### src/rtl/sb_pkg.sv
// Shared types for the request-reply scoreboard.
package sb_pkg;

    // Checking scheme selected by the mode input.
    typedef enum logic {
        MODE_GLOBAL = 1'b0,
        MODE_PER_ID = 1'b1
    } sb_mode_e;

    // Per-cycle fault indications raised by a matching engine.
    typedef struct packed {
        logic unmatched;
        logic order;
        logic overflow;
    } sb_fault_t;

endpackage

### src/rtl/sb_norm.sv
// Mask normaliser: turns a destination mask into a client number.
// Assumes: the number is only meaningful when is_onehot is 1.
// For other masks the returned number is the highest set bit (or 0 when none is set).
module sb_norm #(
    parameter int NUM_ID = 4,
    localparam int ID_W  = $clog2(NUM_ID)
) (
    input  logic [NUM_ID-1:0] mask,
    output logic [ID_W-1:0]   id,
    output logic              is_onehot
);

    // Index of the set bit, plus the single-bit check.
    always_comb begin
        id = '0;
        for (int i = 0; i < NUM_ID; i++) begin
            if (mask[i]) id = ID_W'(i);
        end
        is_onehot = ($countones(mask) == 1);
    end

endmodule

### src/rtl/sb_order_fifo.sv
// Global-order engine: one circular queue of outstanding identities.
// Each cycle it accepts up to two retirements (a first, then b) and one push.
// Retirements are judged against the queue state at the start of the cycle,
// before the push. Assumes DEPTH is a power of two.
module sb_order_fifo
    import sb_pkg::*;
#(
    parameter int DEPTH  = 8,
    parameter int ID_W   = 2,
    localparam int PTR_W = $clog2(DEPTH),
    localparam int CNT_W = $clog2(DEPTH + 1)
) (
    input  logic             clk,
    input  logic             rst_n,
    input  logic             en,
    input  logic             push,
    input  logic [ID_W-1:0]  push_id,
    input  logic             ret_a,
    input  logic [ID_W-1:0]  ret_a_id,
    input  logic             ret_b,
    input  logic [ID_W-1:0]  ret_b_id,
    output logic [CNT_W-1:0] count,
    output sb_fault_t        fault
);

    logic [ID_W-1:0]  mem [DEPTH];
    logic [PTR_W-1:0] rd_ptr, wr_ptr;
    logic [1:0]       n_pop;
    logic [ID_W-1:0]  head0, head1;
    logic [CNT_W-1:0] left;
    logic             do_push;

    // Work out the retirements, the ordering faults and whether the push is accepted.
    always_comb begin
        fault   = '0;
        n_pop   = 2'd0;
        head0   = mem[rd_ptr];
        head1   = mem[PTR_W'(rd_ptr + 1'b1)];
        if (en && ret_a) begin
            if (count == '0) begin
                fault.unmatched = 1'b1;
            end else begin
                n_pop = 2'd1;
                if (head0 != ret_a_id) fault.order = 1'b1;
            end
        end
        if (en && ret_b) begin
            if (count > CNT_W'(n_pop)) begin
                if (((n_pop == 2'd1) ? head1 : head0) != ret_b_id) fault.order = 1'b1;
                n_pop = n_pop + 2'd1;
            end else begin
                fault.unmatched = 1'b1;
            end
        end
        left    = count - CNT_W'(n_pop);
        do_push = en && push && (left != CNT_W'(DEPTH));
        if (en && push && (left == CNT_W'(DEPTH))) fault.overflow = 1'b1;
    end

    // Pointer and occupancy update.
    always_ff @(posedge clk) begin
        if (!rst_n) begin
            rd_ptr <= '0;
            wr_ptr <= '0;
            count  <= '0;
        end else begin
            rd_ptr <= rd_ptr + PTR_W'(n_pop);
            if (do_push) wr_ptr <= wr_ptr + 1'b1;
            count  <= left + CNT_W'(do_push);
        end
    end

    // Storage write (no reset needed: entries are read only while counted).
    always_ff @(posedge clk) begin
        if (do_push) mem[wr_ptr] <= push_id;
    end

endmodule

### src/rtl/sb_id_counters.sv
// Per-identity engine: one occupancy counter for each client number.
// Order inside an identity is implied, since the entries of one stream are identical.
// Up to two retirements and one push per cycle; retirements are judged before the push.
module sb_id_counters
    import sb_pkg::*;
#(
    parameter int NUM_ID = 4,
    parameter int DEPTH  = 8,
    localparam int ID_W  = $clog2(NUM_ID),
    localparam int CNT_W = $clog2(DEPTH + 1)
) (
    input  logic            clk,
    input  logic            rst_n,
    input  logic            en,
    input  logic            push,
    input  logic [ID_W-1:0] push_id,
    input  logic            ret_a,
    input  logic [ID_W-1:0] ret_a_id,
    input  logic            ret_b,
    input  logic [ID_W-1:0] ret_b_id,
    output logic            any_pending,
    output sb_fault_t       fault
);

    logic [NUM_ID-1:0] unm, ovf, nz;

    for (genvar g = 0; g < NUM_ID; g++) begin : g_id
        logic [CNT_W-1:0] cnt, after;
        logic             hit_a, hit_b, take_a, take_b, want, add;

        // Retirements and push that address this identity.
        always_comb begin
            hit_a  = en && ret_a && (ret_a_id == ID_W'(g));
            hit_b  = en && ret_b && (ret_b_id == ID_W'(g));
            take_a = hit_a && (cnt != '0);
            take_b = hit_b && (cnt > CNT_W'(take_a));
            after  = cnt - CNT_W'(take_a) - CNT_W'(take_b);
            want   = en && push && (push_id == ID_W'(g));
            add    = want && (after != CNT_W'(DEPTH));
            unm[g] = (hit_a && !take_a) || (hit_b && !take_b);
            ovf[g] = want && (after == CNT_W'(DEPTH));
            nz[g]  = (cnt != '0);
        end

        // Occupancy register for this identity.
        always_ff @(posedge clk) begin
            if (!rst_n) cnt <= '0;
            else        cnt <= after + CNT_W'(add);
        end
    end

    // Fold the per-identity results together.
    always_comb begin
        fault.unmatched = |unm;
        fault.order     = 1'b0;
        fault.overflow  = |ovf;
        any_pending     = |nz;
    end

endmodule

### src/rtl/reqrep_scoreboard.sv
// Request-reply ordering scoreboard (top).
// Normalises reply masks to client numbers, feeds the engine chosen by mode_ooo
// and keeps sticky error flags. Assumes mode_ooo changes only while idle.
module reqrep_scoreboard
    import sb_pkg::*;
#(
    parameter int NUM_ID = 4,
    parameter int DEPTH  = 8,
    localparam int ID_W  = $clog2(NUM_ID),
    localparam int CNT_W = $clog2(DEPTH + 1)
) (
    input  logic              clk,
    input  logic              rst_n,
    input  logic              mode_ooo,
    input  logic              req_valid,
    input  logic              req_busy,
    input  logic [ID_W-1:0]   req_id,
    input  logic              rep_valid,
    input  logic              rep_busy,
    input  logic [NUM_ID-1:0] rep_mask,
    input  logic              drop_valid,
    input  logic [ID_W-1:0]   drop_id,
    input  logic              drain,
    output logic              err_unmatched,
    output logic              err_order,
    output logic              err_onehot,
    output logic              err_overflow,
    output logic              err_leftover
);

    sb_mode_e         mode;
    logic             req_fire, rep_fire, rep_onehot, rep_take;
    logic [ID_W-1:0]  rep_id;
    logic [CNT_W-1:0] fifo_count;
    logic             ctr_pending, outstanding;
    sb_fault_t        fifo_fault, ctr_fault, fault;

    // Qualify the handshakes on both sides.
    always_comb begin
        mode     = sb_mode_e'(mode_ooo);
        req_fire = req_valid && !req_busy;
        rep_fire = rep_valid && !rep_busy;
        rep_take = rep_fire && rep_onehot;
    end

    sb_norm #(.NUM_ID(NUM_ID)) u_norm (
        .mask      (rep_mask),
        .id        (rep_id),
        .is_onehot (rep_onehot)
    );

    sb_order_fifo #(.DEPTH(DEPTH), .ID_W(ID_W)) u_fifo (
        .clk      (clk),
        .rst_n    (rst_n),
        .en       (mode == MODE_GLOBAL),
        .push     (req_fire),
        .push_id  (req_id),
        .ret_a    (rep_take),
        .ret_a_id (rep_id),
        .ret_b    (drop_valid),
        .ret_b_id (drop_id),
        .count    (fifo_count),
        .fault    (fifo_fault)
    );

    sb_id_counters #(.NUM_ID(NUM_ID), .DEPTH(DEPTH)) u_ctr (
        .clk         (clk),
        .rst_n       (rst_n),
        .en          (mode == MODE_PER_ID),
        .push        (req_fire),
        .push_id     (req_id),
        .ret_a       (rep_take),
        .ret_a_id    (rep_id),
        .ret_b       (drop_valid),
        .ret_b_id    (drop_id),
        .any_pending (ctr_pending),
        .fault       (ctr_fault)
    );

    // Select the active engine's view.
    always_comb begin
        fault       = (mode == MODE_PER_ID) ? ctr_fault : fifo_fault;
        outstanding = (mode == MODE_PER_ID) ? ctr_pending : (fifo_count != '0);
    end

    // Sticky error flags.
    always_ff @(posedge clk) begin
        if (!rst_n) begin
            err_unmatched <= 1'b0;
            err_order     <= 1'b0;
            err_onehot    <= 1'b0;
            err_overflow  <= 1'b0;
            err_leftover  <= 1'b0;
        end else begin
            err_unmatched <= err_unmatched | fault.unmatched;
            err_order     <= err_order     | fault.order;
            err_onehot    <= err_onehot    | (rep_fire && !rep_onehot);
            err_overflow  <= err_overflow  | fault.overflow;
            err_leftover  <= err_leftover  | (drain && outstanding);
        end
    end

endmodule

### config.mk
export PLATFORM = sky130hd
export DESIGN_NAME = reqrep_scoreboard
export DESIGN_NICKNAME = d
export VERILOG_FILES = /design/src/rtl/sb_pkg.sv /design/src/rtl/sb_norm.sv /design/src/rtl/sb_order_fifo.sv /design/src/rtl/sb_id_counters.sv /design/src/rtl/reqrep_scoreboard.sv
export SDC_FILE = /design/constraint.sdc
export NUM_CORES = 1
export LEC_CHECK = 0
export BUFFER_PORTS_ARGS = -buffer_cell sky130_fd_sc_hd__buf_2
export CAP_MARGIN = 20
export CORE_MARGIN = 10
export CORE_UTILIZATION = 40
export CTS_CLUSTER_DIAMETER = 80
export DETAILED_ROUTE_END_ITERATION = 16
export PLACE_DENSITY_LB_ADDON = 0.12
export SLEW_MARGIN = 30
export SYNTH_ARGS = -nofsm -noshare
export SYNTH_HDL_FRONTEND = slang
export SYNTH_SLANG_ARGS = --single-unit
### constraint.sdc
create_clock -name clk -period 11.29 [get_ports clk]
set_input_delay 1.6935 -clock clk [delete_from_list [all_inputs] [get_ports clk]]
set_output_delay 1.6935 -clock clk [all_outputs]
set_load 0.05 [all_outputs]
; ---- After elaboration in Yosys (flattened, before gate mapping)
; Memories as Yosys holds them, arrays and structs flattened. A register that Yosys moved wholly into a read port is not among the register bits.
; Cells that the tools add are included.
[totals]
regBits = 31
mem_bits_rw = 16
inputBits = 17
output_inout_bits = 5
word_cells = 166
n_memories = 1
[classes]
add_sub_neg = 21
order_cmp = 5
eq_ne = 23
n_mux = 22
bitwise_logic = 6
reduce_logical = 76
[mem_list]
columns = memory, words, word_bits, read_ports, rd_clocked_by_memory_dff, write_ports, line_no
row1 = u_fifo.mem, 8, 2, 2, 1, 1, sb_order_fifo.sv:26  ; logic [ID_W-1:0] mem [DEPTH];
[ops]
columns = op, count
row1 = 1-bit logical AND, 49
row2 = 32-bit adder, 1
row3 = "32-bit by 2-bit == test with 1-bit output, second input constant", 1
row4 = 4-bit by 1-bit subtractor with 4-bit output, 8
row5 = 4-bit by 1-bit adder with 4-bit output, 5
row6 = "4-bit == test, second input constant", 5
row7 = "4-bit != test, second input constant", 5
row8 = 4-bit nonzero test, 5
row9 = 4-bit by 1-bit > comparator with 1-bit output, 4
row10 = 2-bit 2-to-1 mux, 8
row11 = "2-bit == test, second input constant", 6
row12 = 1-bit 2-to-1 mux, 12
row13 = 4-bit OR reduction, 3
row14 = 1-bit logical NOT, 11
row15 = "2-bit by 1-bit == test with 1-bit output, second input constant", 4
row16 = "3-bit by 1-bit adder with 3-bit output, second input constant", 2
row17 = 2-bit logical NOT, 3
row18 = 3-bit 2-to-1 mux, 2
row19 = 1-bit OR, 5
row20 = 1-bit by 1-bit adder with 2-bit output, 2
row21 = 4-bit by 2-bit > comparator with 1-bit output, 1
row22 = 4-bit logical NOT, 1
row23 = 1-bit logical OR, 4
row24 = 2-bit != test, 2
row25 = 4 further kinds, 4

; ---- Longest topological paths before layout
[logic_depth]
ltp_word = 15
mapped_depth = 23
ltp_nobuf = 23

; ---- By module
; A second synthesis with hierarchy kept.
[unflattened]
hier_cells = 334
hier_area_um2 = 3324.4
[by_module_without_submodules]
columns = module, n_inst, cells_each, area_each_um2, seq_area_each_um2
row1 = sb_order_fifo, 1, 132, 1542.7, 680.7
row2 = sb_id_counters, 1, 170, 1481.4, 320.3
row3 = reqrep_scoreboard, 1, 21, 217.7, 100.1
row4 = sb_norm, 1, 11, 82.6, 0.0

; ---- Worst setup path after synthesis
; No wires, ideal clock.
[synth_timing]
path_kind = in2reg
startpoint = input rep_mask[2]
endpoint = register u_ctr.g_id[1].cnt[3]
setup_ns = 0.116
arrival_time_ns = 6.241
required_ns = 11.174
slack_ns = 4.933
stages = 20
n_path_buf = 0
cell_sequence = inv_1 -> ha_1 -> ha_1 -> fa_1 -> nor2_4 -> nand4_4 -> nor4_1 -> ha_1 -> o21ai_0 -> and4_1 -> fa_1 -> ha_1 -> nor4b_1 -> xnor2_1 -> nor3_1 -> nor4b_1 -> ha_1 -> nor3b_1 -> xor2_1 -> nor2_1
[synth_via]
elab_chain_len = 13
word_cells_on_any_way = 17
classes_between = add/sub (5) / order compare (1) / eq/ne (3) / mux (2) / reduce/logical (6)
[synth_rtl]
columns = element, line_no
row1 = "start, declared", reqrep_scoreboard.sv:20  ; input logic [NUM_ID-1:0] rep_mask,
row2 = 1-bit by 1-bit adder with 2-bit output (implied by the code), sb_norm.sv:19  ; is_onehot = ($countones(mask) == 1);
row3 = 32-bit adder (implied by the code), sb_norm.sv:19
row4 = 32-bit by 2-bit == test with 1-bit output, sb_norm.sv:19
row5 = 1-bit logical AND, reqrep_scoreboard.sv:43  ; rep_take = rep_fire && rep_onehot;
row6 = 1-bit logical AND, sb_id_counters.sv:33  ; hit_a = en && ret_a && (ret_a_id == ID_W'(g));
row7 = 1-bit logical AND *, sb_id_counters.sv:33
row8 = 1-bit logical AND *, sb_id_counters.sv:35  ; take_a = hit_a && (cnt != '0);
row9 = 4-bit by 1-bit > comparator with 1-bit output, sb_id_counters.sv:36  ; take_b = hit_b && (cnt > CNT_W'(take_a));
row10 = 1-bit logical AND, sb_id_counters.sv:36
row11 = 4-bit by 1-bit subtractor with 4-bit output *, sb_id_counters.sv:37  ; after = cnt - CNT_W'(take_a) - CNT_W'(take_b);
row12 = 4-bit != test, sb_id_counters.sv:39  ; add = want && (after != CNT_W'(DEPTH));
row13 = 1-bit logical AND, sb_id_counters.sv:39
row14 = 4-bit by 1-bit adder with 4-bit output *, sb_id_counters.sv:48  ; else cnt <= after + CNT_W'(add);
row15 = "end signal, assigned", sb_id_counters.sv:48
row16 = "end, declared", sb_id_counters.sv:28  ; logic [CNT_W-1:0] cnt, after;
; Mark *: on every way between the ends. The rest lies on a longest branch, timed or not.
; A chain may end at the register's enable or synchronous reset.

; ---- Worst setup path in the final report
; Same ends and word-level chain as after synthesis.

==> results.toml <==
[run_status]
status = "finished clean"

[setup_path]
crit_fanout = 6
slowest_delay_ps = 500
critPathTopFamily = "adder cells"
cp_num_buf_inv = 2
crit_type = "in2reg"
path_cells = "buf_2, inv_1, ha_1, ha_1, fa_1, nor2_4, nand4_4, nor4_1, ha_1, o21ai_0, and4_1, fa_1, ha_1, nor4b_1, xnor2_1, nor3_1, nor4b_1, ha_1, nor3b_1, xor2_1, nor2_1"
cp-start-kind = "primary input"
arrival_ps = 6760
critPathSlowestCell = "nor4_1"
cp.required_ps = 11460
critPathCaptureType = "register"
crit_top_cell = "ha_1"

[power_and_ir_drop]
seq_power_share_pct = 40.4
p_switching_mw = 0.175
p_leak_nw = 1.52
pwr-share-clk_pct = 24.9
comb_power_share_pct = 34.7
total_power_mw = 0.507
powerDensity_nw_per_um2 = 141
irDropWorstVdd_uv = 70.4
power.internal_mw = 0.332
p_sw_share_pct = 34.6

[routing]
vias = 2269
firstDrtPassIters = 4
drc_errors = 0
antenna_left = 0
via_per_inst = 5.09
drt_iter0_drc = 79
wl_per_cell_um = 14.8
wirelength_mm = 6.60

[clocking]
post_cts_buffers = 0
cts_root_buffer = "clkbuf_8"
cts_hold_buf = 0
cts_tree = "yes"
clk_pin_slew_ps = 90
postCtsResizedCells = 0
cts_inserted_buffers = 5
cts.path.max_buffers = 2
cts_htree_levels = 2
clock_latency_ps = 300
clock_sinks = 47

[timing]
setup_viol = 0
hold_slack_ps = 474
rsz0062_at_grt = "no"
drv_slew = 0
finalCriticalPeriod_ps = 6580
max_freq_ghz = 0.152
timing_hold_violations_final = 0
skew_ps = 8.74
fin_crit_sh_pct = 58.3
final.setup.worst_slack_ps = 4710
relSlewSlack_pct = 59.0
worst_pin_slew_ps = 610
fin_tns_setup_ps = 0

[cells_and_area]
filler_cell_count = 814
ff_latch_area_um2 = 1100
area_growth_pct = 9.06
final_cells = 446
fin_nets = 398
multi_input_area_um2 = 2000
num_antenna_cells = 0
finalInstanceArea_um2 = 3580
drive_above_1_share_pct = 14.1
utilization_pct = 44.3

[logic_synthesis]
yosysSeqAreaShare_pct = 33.5
synth_enable_flop_cells = 16
yosysTopAreaCellShare_pct = 18.9
synth_ff_type = "dfxtp_1"
synth_cell_types = 51
synth_top_area_cell = "dfxtp_1"
synth_area_leaders = "dfxtp_1, edfxtp_1, ha_1"
syn_nets = 378
ys_seq_elements = 47
synth_common_cells = "ha_1, inv_1, dfxtp_1"
avgSynthCellArea_um2 = 10.3
async_flop_share_pct = 0
yosys_warnings = 0
syn_area_um2 = 3290
syn_inst = 320

[grt]
grt_pass1_vias = 2236
grt_pass1_wl_mm = 11.4
grt_use_total_pct = 11.0
grt_max_degree = 18
grt-ovfl-total = 0
antenna_found_initial = 0

[floorplan]
start_util_pct = 40.6
die_area_um2 = 12200
rows = 33
dieWidth_um = 111
core_um2 = 8090
boundaryPins = 22
die_y_um = 111

[place]
dp_cells = 438
io_buffers = 21
place.gp.congestion = 0.827
placed_area_um2 = 3470
dpl.hpwl_mm = 5.23
dp_slack_ps = 4420

[flow_run]
drv_cap = 0

[worst_hold_path]
min_path_type = "reg2reg"
==> cell usage in the layout (no fill, tap or decap), types with 2 or more instances in the layout <==
master    count
edfxtp_1     16
nor4b_1       5
mux2i_1       6
nor3b_1       6
o21ai_0       6
a21oi_1      10
nand3_1      10
ha_1         34
mux4_2        4
xor2_1       13
nor3_1       14
inv_1        34
buf_2        21
dfxtp_1      31
or3b_2        3
nand2_1      14
fa_1          7
clkbuf_8      5
a21o_1        2
clkinv_1      2
mux2i_4       2
and4_1        2
and2_1       11
nand4_1       2
nor4_1       13
xnor2_1      15
nor2_1       26
mux4_1        4
==> path summary, 6_finish.rpt <==
path | startpoint | to | slack (ps) | cells past startpoint
worst max-delay path | rep_mask[2] | u_ctr.g_id[1].cnt[3]$_SDFF_PN0_ | 4710 | 21
worst min-delay path | err_leftover$_SDFF_PN0_ | err_leftover$_SDFF_PN0_ | 470 | 2
worst max register to register | u_fifo.count[3]$_SDFF_PN0_ | u_fifo.mem[5][0]$_DFFE_PP_ | 6670 | 15
worst min register to register | err_leftover$_SDFF_PN0_ | err_leftover$_SDFF_PN0_ | 470 | 2
==> flip-flops by register name, summed over array words and instances, names as in the netlist <==
signal and flops:
u_fifo.wr_ptr 3, u_fifo.mem 16, u_fifo.rd_ptr 3, err_unmatched 1
u_ctr.g_id.cnt 16, err_overflow 1, err_leftover 1, u_fifo.count 4
err_order 1, err_onehot 1
==> power by group through the flow <==
stage          Sequential [mW]  Combinational [mW]  Clock [mW]
6_report                 0.205               0.176       0.126
5_1_grt                  0.208               0.201       0.138
4_1_cts                  0.205               0.179       0.130
3_5_place_dp             0.209               0.178           0
3_3_place_gp             0.209               0.177           0
2_1_floorplan            0.214               0.137           0
==> worst min-delay path: stages (launching register included) <==
cell	delay [ps]
dfxtp_1	340
a21oi_1	40
nor2_1	70
==> cells by family after synthesis <==
group / synth area share (%)
muxes: 9.48
adders and majority gates: 17.2
AOI/OAI and AO/OA: 6.01
buffers and inverters: 5.63
and+or+nand+nor: 20.7
xor gates and xnor gates: 7.46
DFF: 33.5
==> area by class of cell <==
| cell class | instances | area share (%) |
|---|---|---|
| flip-flops and latches | 47 | 30.7 |
| clock inverters | 3 | 1.19 |
| clock buffers | 5 | 1.92 |
| repair buffers | 21 | 2.93 |
| well taps | 105 | 3.66 |
| multi-input cells | 229 | 55.8 |
| inverters | 36 | 3.77 |
==> per-layer routing <==
layer	GRT usage [%]	vias up	wire length [um]
li1	-	1173	-
met1	15.4	1045	3400
met2	16.4	44	2880
met3	2.38	7	247
met4	2.86	0	64
met5	0	-	0
Power figures use the tool's default switching activity.
